## config.mk

```make
export PLATFORM = sky130hd
export DESIGN_NAME = wake_status_latch
export DESIGN_NICKNAME = d
export VERILOG_FILES = /design/src/rtl/wake_pkg.sv /design/src/rtl/wake_edge_det.sv /design/src/rtl/wake_status_reg.sv /design/src/rtl/wake_host_if.sv /design/src/rtl/wake_status_latch.sv
export SDC_FILE = /design/constraint.sdc
export NUM_CORES = 1
export LEC_CHECK = 0
export CAP_MARGIN = 20
export CORE_MARGIN = 10
export CORE_UTILIZATION = 39
export DETAILED_ROUTE_END_ITERATION = 16
export GPL_ROUTABILITY_DRIVEN = 0
export GPL_TIMING_DRIVEN = 0
export PLACE_DENSITY = 0.78
export SETUP_SLACK_MARGIN = 0.2
export SLEW_MARGIN = 5
export SYNTH_ARGS = -nofsm -noshare
export SYNTH_HDL_FRONTEND = slang
export SYNTH_HIERARCHICAL = 1
export SYNTH_SLANG_ARGS = --single-unit
export TNS_END_PERCENT = 20
```

## constraint.sdc

```tcl
create_clock -name clk_i -period 1.05 [get_ports clk_i]
set_input_delay 0.1575 -clock clk_i [delete_from_list [all_inputs] [get_ports clk_i]]
set_output_delay 0.1575 -clock clk_i [all_outputs]
set_load 0.02 [all_outputs]
```

## src/rtl/wake_pkg.sv

```systemverilog
package wake_pkg;
  localparam int unsigned STAT_W = 8;

  localparam int unsigned BIT_RXA  = 0;
  localparam int unsigned BIT_RXB  = 1;
  localparam int unsigned BIT_BTN  = 2;
  localparam int unsigned BIT_RING = 3;
  localparam int unsigned BIT_IR   = 5;

  // implemented status bits
  localparam logic [STAT_W-1:0] IMPL_MASK = 8'h2F;
  // bits allowed to raise the power-on request (button excluded)
  localparam logic [STAT_W-1:0] WAKE_MASK = 8'h2B;
  // channels that fire on a rising edge; others on a falling edge
  localparam logic [STAT_W-1:0] RISE_MASK = 8'h24;
  // idle pin level, used as synchronizer reset value
  localparam logic [STAT_W-1:0] IDLE_LVL  = 8'h0B;
endpackage

```

## src/rtl/wake_edge_det.sv

```systemverilog
module wake_edge_det #(
  parameter int unsigned SYNC_STAGES = 2,
  parameter bit          RISE        = 1'b0,
  parameter bit          IDLE        = 1'b0
) (
  input  logic clk_i,
  input  logic rst_ni,
  input  logic pin_i,
  output logic evt_o
);
  localparam int unsigned CHAIN_W = SYNC_STAGES + 1;

  logic [CHAIN_W-1:0] chain_q;

  always_ff @(posedge clk_i or negedge rst_ni) begin
    if (!rst_ni) chain_q <= {CHAIN_W{IDLE}};
    else         chain_q <= {chain_q[CHAIN_W-2:0], pin_i};
  end

  // chain_q[SYNC_STAGES-1] is the synchronized level, chain_q[SYNC_STAGES] one cycle older
  generate
    if (RISE) begin : g_rise
      assign evt_o = chain_q[SYNC_STAGES-1] & ~chain_q[SYNC_STAGES];
    end else begin : g_fall
      assign evt_o = ~chain_q[SYNC_STAGES-1] & chain_q[SYNC_STAGES];
    end
  endgenerate
endmodule

```

## src/rtl/wake_status_reg.sv

```systemverilog
module wake_status_reg #(
  parameter int unsigned           W    = 8,
  parameter logic [W-1:0]          IMPL = '1
) (
  input  logic         clk_i,
  input  logic         rst_ni,
  input  logic [W-1:0] evt_i,
  input  logic         clr_i,
  output logic [W-1:0] stat_o
);
  logic [W-1:0] stat_q, stat_d;

  // set wins over clear so a coincident event survives the read
  always_comb begin
    stat_d = clr_i ? '0 : stat_q;
    stat_d = (stat_d | evt_i) & IMPL;
  end

  always_ff @(posedge clk_i or negedge rst_ni) begin
    if (!rst_ni) stat_q <= '0;
    else         stat_q <= stat_d;
  end

  assign stat_o = stat_q;
endmodule

```

## src/rtl/wake_host_if.sv

```systemverilog
module wake_host_if #(
  parameter int unsigned        ADDR_W    = 8,
  parameter int unsigned        W         = 8,
  parameter logic [ADDR_W-1:0]  REG_INDEX = '0
) (
  input  logic [ADDR_W-1:0] addr_i,
  input  logic              rd_i,
  input  logic [W-1:0]      stat_i,
  output logic              clr_o,
  output logic [W-1:0]      rdata_o
);
  logic hit;

  assign hit     = (addr_i == REG_INDEX);
  assign clr_o   = rd_i & hit;
  assign rdata_o = clr_o ? stat_i : '0;
endmodule

```

## src/rtl/wake_status_latch.sv

```systemverilog
module wake_status_latch
  import wake_pkg::*;
#(
  parameter int unsigned       ADDR_W      = 8,
  parameter logic [ADDR_W-1:0] REG_INDEX   = 8'hB3,
  parameter int unsigned       SYNC_STAGES = 2
) (
  input  logic              clk_i,
  input  logic              rst_ni,
  input  logic              rxa_i,
  input  logic              rxb_i,
  input  logic              ring_ni,
  input  logic              ir_wake_i,
  input  logic              button_i,
  input  logic [ADDR_W-1:0] reg_addr_i,
  input  logic              reg_rd_i,
  input  logic              reg_wr_i,
  input  logic [7:0]        reg_wdata_i,
  output logic [7:0]        reg_rdata_o,
  input  logic [7:0]        wake_en_i,
  output logic              power_on_no
);
  logic [STAT_W-1:0] pins;
  logic [STAT_W-1:0] evt_vec;
  logic [STAT_W-1:0] status_q;
  logic              clr;
  logic              unused_wr;

  // status writes are deliberately discarded
  assign unused_wr = reg_wr_i ^ (^reg_wdata_i);

  always_comb begin
    pins           = IDLE_LVL;
    pins[BIT_RXA]  = rxa_i;
    pins[BIT_RXB]  = rxb_i;
    pins[BIT_BTN]  = button_i;
    pins[BIT_RING] = ring_ni;
    pins[BIT_IR]   = ir_wake_i;
  end

  for (genvar i = 0; i < STAT_W; i++) begin : g_chan
    if (IMPL_MASK[i]) begin : g_det
      wake_edge_det #(
        .SYNC_STAGES (SYNC_STAGES),
        .RISE        (RISE_MASK[i]),
        .IDLE        (IDLE_LVL[i])
      ) u_det (
        .clk_i (clk_i),
        .rst_ni(rst_ni),
        .pin_i (pins[i]),
        .evt_o (evt_vec[i])
      );
    end else begin : g_none
      assign evt_vec[i] = 1'b0;
    end
  end

  wake_status_reg #(
    .W    (STAT_W),
    .IMPL (IMPL_MASK)
  ) u_stat (
    .clk_i (clk_i),
    .rst_ni(rst_ni),
    .evt_i (evt_vec),
    .clr_i (clr),
    .stat_o(status_q)
  );

  wake_host_if #(
    .ADDR_W   (ADDR_W),
    .W        (STAT_W),
    .REG_INDEX(REG_INDEX)
  ) u_host (
    .addr_i (reg_addr_i),
    .rd_i   (reg_rd_i),
    .stat_i (status_q),
    .clr_o  (clr),
    .rdata_o(reg_rdata_o)
  );

  assign power_on_no = ~|(status_q & wake_en_i & WAKE_MASK);
endmodule

```

==> results of run 1 <==
-- report_power, final --
part / total, mW / leakage, nW / internal (mW) / switching, mW
combinational: 0.184 / 0.332 / 0.105 / 0.0791
sequential: 0.832 / 0.208 / 0.815 / 0.0173
clock: 0.344 / 0.0150 / 0.147 / 0.197
total: 1.36 / 0.555 / 1.07 / 0.293
-- layout make-up --
cell class / count / share of cell area
Tap cell: 27 / 0.02624
Sequential cell: 20 / 0.3984
Clock buffer: 4 / 0.02041
Inverter: 8 / 0.02332
Multi-Input combinational cell: 28 / 0.2857
Buffer: 4 / 0.02624
Timing Repair Buffer: 32 / 0.2196
-- metal layers --
metal / track usage / share of wire
met4: 0.03077 / 0
met2: 0.1374 / 0.49
met1: 0.08679 / 0.43
met3: 0.02843 / 0.084
met5: 0 / 0
-- flip-flops by register name, indices dropped and copies added (netlist names) --
register                    count
u_stat/stat_o                   5
g_chan.g_det.u_det/chain_q     15
-- final timing paths --
check                           depth (start not counted)                        startpoint                          endpoint  slack [ns]
max in group asynchronous                               1                            rst_ni                  u_stat/stat_o[5]        0.44
worst max register to register                          2  g_chan[0].g_det.u_det/chain_q[1]                  u_stat/stat_o[0]        0.19
min in group clk_i                                      1                           ring_ni  g_chan[3].g_det.u_det/chain_q[0]        0.27
worst max-delay path                                    3                  u_stat/stat_o[0]                       power_on_no       -0.36
worst min-delay path                                    1                            rst_ni  g_chan[5].g_det.u_det/chain_q[1]        0.06
worst min register to register                          0  g_chan[1].g_det.u_det/chain_q[0]  g_chan[1].g_det.u_det/chain_q[1]        0.35
-- cell usage in the layout, fill, tap and decap left out, types with 2 or more instances in the layout --
cell type / count
nor2b_4: 5
buf_2: 2
clkbuf_4: 3
clkdlybuf4s50_1: 9
a21o_1: 5
inv_2: 4
inv_1: 4
conb_1: 3
nor4_4: 6
buf_4: 11
buf_6: 4
clkdlybuf4s15_1: 2
clkbuf_2: 5
dfrtp_1: 10
dfstp_2: 9
-- repair_timing --
item                                    CTS  global route
gates resized for setup                  58             9
pin swaps                                10             3
hold endpoints to repair                  0             0
endpoints found under the setup margin   22            11
setup buffers                             6             1
==> PnR_summary.wiki, run 1 <==
{| class="wikitable"
! Metric !! Value
|-
| Area of the multi-input gates || 367.9 µm²
|-
| Unrepaired setup endpoints after global routing || true
|-
| Initial DRC Count || 18
|-
| Maximum number of pins on one net before global-route repair || 21
|-
| Sequence of cells on the critical path || a22o_1 > a221oi_4 > buf_6
|-
| Skew-Pair Late Insertion Delay || 0.28 ns
|-
| Die W || 67.02 µm
|-
| Highest-delay cell along the critical path || dfrtp_1
|-
| Power consumption || 1.361 mW
|-
| ANT cells || 0
|-
| Residual DRC || 0
|-
| Critical Path Fanout Max || 2
|-
| Share of the core filled with cells || 0.6368
|-
| Starting density of the core || 0.4264
|-
| Cell count after synthesis || 58
|-
| Maximum clock insertion buffer count || 2
|-
| Yosys synthesis warning count || 6
|-
| Highest attainable clock frequency || 0.7080 GHz
|-
| Aggregate negative setup slack || -1.581 ns
|-
| Data arrival, critical path || 1.25 ns
|-
| Post-placement cell count || 112
|-
| Post-detailed-route wirelength per cell || 13.77 µm
|-
| Final std cell area, no fill || 0.001287 mm²
|-
| Count of endpoints failing hold in the final timing report || 0
|-
| Pwr per Cell Area || 1057 mW/mm²
|-
| Pre-CTS worst setup slack || -1.003 ns
|-
| Fin. max-slew vios || 0
|-
| CP Launch Type || flop
|-
| Slew at the pin with the worst max-slew slack || 0.7995 ns
|-
| Storage element area || 513.0 µm²
|-
| Largest vdd supply drop || 0.9937 mV
|-
| Max-Slew Margin vs Limit || 0.4670
|-
| Cts-stage hold buffer count || 0
|-
| WP data required || 0.89 ns
|-
| Clock tree from TritonCTS || built
|-
| Post-DRT Antenna Nets || 0
|-
| Total wirelength of the detailed-routed design || 1694 µm
|-
| Number of fillers in the final layout || 157
|-
| Count of maximum capacitance violations || 0
|-
| Violated checks || setup timing
|-
| Delay of the slowest critical-path stage || 0.39 ns
|-
| Port Buffers || 25
|-
| Height of the die || 67.02 µm
|-
| Static Leakage || 0.5551 nW
|-
| Antenna violations before repair || 0
|-
| Site Rows || 16
|-
| Area enclosed by the die boundary || 0.004491 mm²
|-
| Mean cell area of the mapped netlist || 14.86 µm²
|-
| Critical path start-end classification || flop to primary output
|-
| CTS H-tree depth || 1
|-
| Number of detailed-routing iterations run before antenna repair || 3
|-
| Via count || 558
|-
| Endpoint type of the worst setup path || primary output
|-
| Count of buffering cells on the critical path with inverters included || 1
|-
| Clock tree sinks || 20
|-
| Clock root buffer || clkbuf_4
|-
| Final setup violating endpoints || 6
|-
| Gate family responsible for the most delay along the worst path || compound AO/OA/AOI/OAI gates
|-
| Total track usage || 0.07969
|-
| Post-route clock skew || 0.005131 ns
|-
| Post-synth design cell area || 862.1 µm²
|-
| Post-Route Hold Slack || 0.06046 ns
|-
| Final #Nets || 130
|-
| CTS buffer count || 3
|-
| Placement-stage cell area || 0.001214 mm²
|-
| Detailed-route vias per instance || 4.537
|-
| Wire length of the first global-routing pass || 2856 µm
|-
| Total congestion overflow after global routing || 0
|-
| Half-perimeter wire length after placement || 1244 µm
|-
| Hold crit path type || primary input to async pin
|-
| Clock-pin transition on the worst setup and hold timing paths || 0.10 ns
|-
| IO Pins || 42
|-
| Area overhead of the layout relative to synthesis || 49.35%
|-
| Worst-case setup margin in the final layout || -0.3623 ns
|-
| Total core area || 0.002022 mm²
|-
| Via count of the first global-routing pass || 627
|-
| Fin crit period || 1.412 ns
|-
| Fin cells || 123
|-
| Period utilisation layout || 1.345
|-
| Outcome || finished with violations
|-
| Share of layout cells above drive strength 1 || 0.5938
|}
Note: power is estimated with default switching activity, not from simulation.
==> run 2: changes to the inputs <==
SETUP_SLACK_MARGIN = 0.4   (was 0.2)
==> run 2 against run 1 <==
Against the previous run:
- the flow finishes with violations (hold timing, setup timing)
- worst setup slack about the same
- first-iteration DRC count increased by 22%
- clock skew hardly changed
- final cell count increased by 0.81%
- critical endpoint unchanged
- largest cell class unchanged
==> PnR_summary.wiki, run 2 (synthesized netlist as in run 1, its figures left out) <==
{| class="wikitable"
! Metric !! Value
|-
| Number of detailed-routing iterations run before antenna repair || 3 (unchanged)
|-
| Outcome || finished with violations
|-
| Post-route clock skew || 0.005224 ns (+0.00009287 ns)
|-
| Max-Slew Margin vs Limit || 0.5367 (+0.06969)
|-
| Final setup violating endpoints || 6 (unchanged)
|-
| Final #Nets || 131 (+0.77%)
|-
| Critical path start-end classification || flop to primary output
|-
| Skew-Pair Late Insertion Delay || 0.28 ns (about the same)
|-
| WP data required || 0.89 ns (about the same)
|-
| Fin crit period || 1.412 ns (-0.000007000 ns)
|-
| Leading cell type in the layout, fill and taps excluded || buf_4
|-
| IO Pins || 42 (unchanged)
|-
| CP Launch Type || flop
|-
| Violated checks || hold timing, setup timing
|-
| Via count || 558 (unchanged)
|-
| Total wirelength of the detailed-routed design || 1712 µm (+1.1%)
|-
| Die W || 67.02 µm (unchanged)
|-
| CTS buffer count || 3 (unchanged)
|-
| Net Sw Frac || 0.2162 (+0.0005711)
|-
| Commonest cells after routing, fill and taps aside || buf_4 (12), dfrtp_1 (10), dfstp_2 (9), clkdlybuf4s50_1 (9), clkbuf_2 (8)
|-
| Maximum number of pins on one net before global-route repair || 21 (unchanged)
|-
| Final std cell area, no fill || 0.001281 mm² (-0.49%)
|-
| Area overhead of the layout relative to synthesis || 48.62%
|-
| Sw power || 0.2942 mW (+0.28%)
|-
| Clock tree from TritonCTS || built
|-
| Clock share of power || 0.253 (about the same)
|-
| Post-detailed-route wirelength per cell || 13.81 µm (+0.25%)
|-
| Via count of the first global-routing pass || 627 (unchanged)
|-
| Clock root buffer || clkbuf_4
|-
| Total track usage || 0.07969 (unchanged)
|-
| Site Rows || 16 (unchanged)
|-
| ANT cells || 0 (unchanged)
|-
| Part of the total power dissipated in sequential elements || 0.611 (about the same)
|-
| Starting density of the core || 0.4264 (unchanged)
|-
| Endpoint type of the worst setup path || primary output
|-
| Post-Route Hold Slack || -0.2008 ns (-0.2613 ns)
|-
| Aggregate negative setup slack || -1.581 ns (-0.00005000 ns)
|-
| Clock tree sinks || 20 (unchanged)
|-
| Half-perimeter wire length after placement || 1244 µm (unchanged)
|-
| Total congestion overflow after global routing || 0 (unchanged)
|-
| Cts-stage hold buffer count || 0 (unchanged)
|-
| CTS H-tree depth || 1 (unchanged)
|-
| Count of endpoints failing hold in the final timing report || 11 (+11)
|-
| Antenna violations before repair || 0 (unchanged)
|-
| Unrepaired setup endpoints after global routing || true
|-
| Wire length of the first global-routing pass || 2856 µm (unchanged)
|-
| Area enclosed by the die boundary || 0.004491 mm² (unchanged)
|-
| Number of fillers in the final layout || 158 (+0.64%)
|-
| Fin. max-slew vios || 0 (unchanged)
|-
| Depth of the worst register-to-register path || 2 (unchanged)
|-
| Reg2reg start || g_chan[0].g_det.u_det/chain_q[1]
|-
| Combinational fraction of design power || 0.136 (about the same)
|-
| Internal cell power || 1.067 mW (about the same)
|-
| Clock-pin transition on the worst setup and hold timing paths || 0.10 ns (about the same)
|-
| Flip-flop count of the largest register, all copies and words added || 15 (unchanged)
|-
| Slew at the pin with the worst max-slew slack || 0.6896 ns (-0.1098 ns)
|-
| Data arrival, critical path || 1.25 ns (about the same)
|-
| Detailed-route vias per instance || 4.500 (-0.81%)
|-
| Static Leakage || 0.5575 nW (+0.43%)
|-
| Height of the die || 67.02 µm (unchanged)
|-
| Post-placement cell count || 112 (unchanged)
|-
| Critical Path Fanout Max || 2 (unchanged)
|-
| Hold crit path type || primary input to async pin
|-
| RR Endpoint || u_stat/stat_o[0]
|-
| Period utilisation layout || 1.345 (about the same)
|-
| Initial DRC Count || 22 (+4)
|-
| Count of maximum capacitance violations || 0 (unchanged)
|-
| Residual DRC || 0 (unchanged)
|-
| Pwr per Cell Area || 1062 mW/mm² (+0.50%)
|-
| Register with the highest flop count || g_chan.g_det.u_det/chain_q
|-
| Placement-stage cell area || 0.001214 mm² (unchanged)
|-
| Reg-to-reg setup timing slack || 0.19 ns (about the same)
|-
| Largest vdd supply drop || 0.9676 mV (-2.6%)
|-
| Port Buffers || 25 (unchanged)
|-
| Total core area || 0.002022 mm² (unchanged)
|-
| Worst-case setup margin in the final layout || -0.3623 ns (+0.000007000 ns)
|-
| Post-DRT Antenna Nets || 0 (unchanged)
|-
| Maximum clock insertion buffer count || 2 (unchanged)
|-
| Share of layout cells above drive strength 1 || 0.6289 (+0.03512)
|-
| Fin cells || 124 (+0.81%)
|-
| Highest attainable clock frequency || 0.7080 GHz (about the same)
|}
run 2: routing by layer:
layer,part of all wire,routed length [µm],up-vias,track usage
met5,0,0,-,0
met3,0.091,155,0,0.02843
li1,-,-,269,-
met4,0,0,0,0.03077
met1,0.42,721,263,0.08679
met2,0.49,835,26,0.1374
run 2: critical path, cell delays in order (launching register included):
cell and delay (ns):
dfrtp_1 0.39, a22o_1 0.24, a221oi_4 0.19, buf_6 0.15
run 2: layout make-up:
type,count,area [µm²],area share
Sequential cell,20,513.0,0.4004
Multi-Input combinational cell,28,367.9,0.2871
Timing Repair Buffer,33,276.5,0.2158
Buffer,4,33.78,0.02637
Tap cell,27,33.78,0.02637
Inverter,8,30.03,0.02344
Clock buffer,4,26.28,0.02051
run 2: timing repair:
item,4_1_cts,5_1_grt
pin swaps,10,3
resized for setup,58,13
endpoints found under the setup margin,31,22
endpoints found under the hold margin,0,11
buffers inserted,6,2
gates cloned,0,0
run 2: worst max-delay path by stage:
stage / from / endpoint / cells past startpoint
2_1_floorplan: reg_addr_i[3] / reg_rdata_o[0] / 3
3_3_place_gp: reg_addr_i[5] / reg_rdata_o[2] / 4
3_5_place_dp: reg_addr_i[5] / reg_rdata_o[3] / 4
4_1_cts: u_stat/stat_o[1] / power_on_no / 3
5_1_grt: u_stat/stat_o[0] / power_on_no / 3
6_report: u_stat/stat_o[0] / power_on_no / 3
run 2: power by group through the flow:
stage / sequential, mW / clock [mW] / combinational (mW)
6_report: 0.832 / 0.344 / 0.184
5_1_grt: 0.836 / 0.390 / 0.199
4_1_cts: 0.833 / 0.367 / 0.189
3_5_place_dp: 0.846 / 0 / 0.175
3_3_place_gp: 0.843 / 0 / 0.172
2_1_floorplan: 0.842 / 0 / 0.0754
run 2: through the flow:
stage / setup slack [ns] / total power, mW / utilization
final: -0.3623 / 1.361 / 0.6337
after global routing: -0.4269 / 1.425 / 0.6337
after CTS: -0.4044 / 1.389 / 0.6429
after detailed placement: -1.003 / 1.021 / 0.6002
after global placement: -0.9712 / 1.015 / 0.6002
after floorplan: -0.03228 / 0.9176 / -
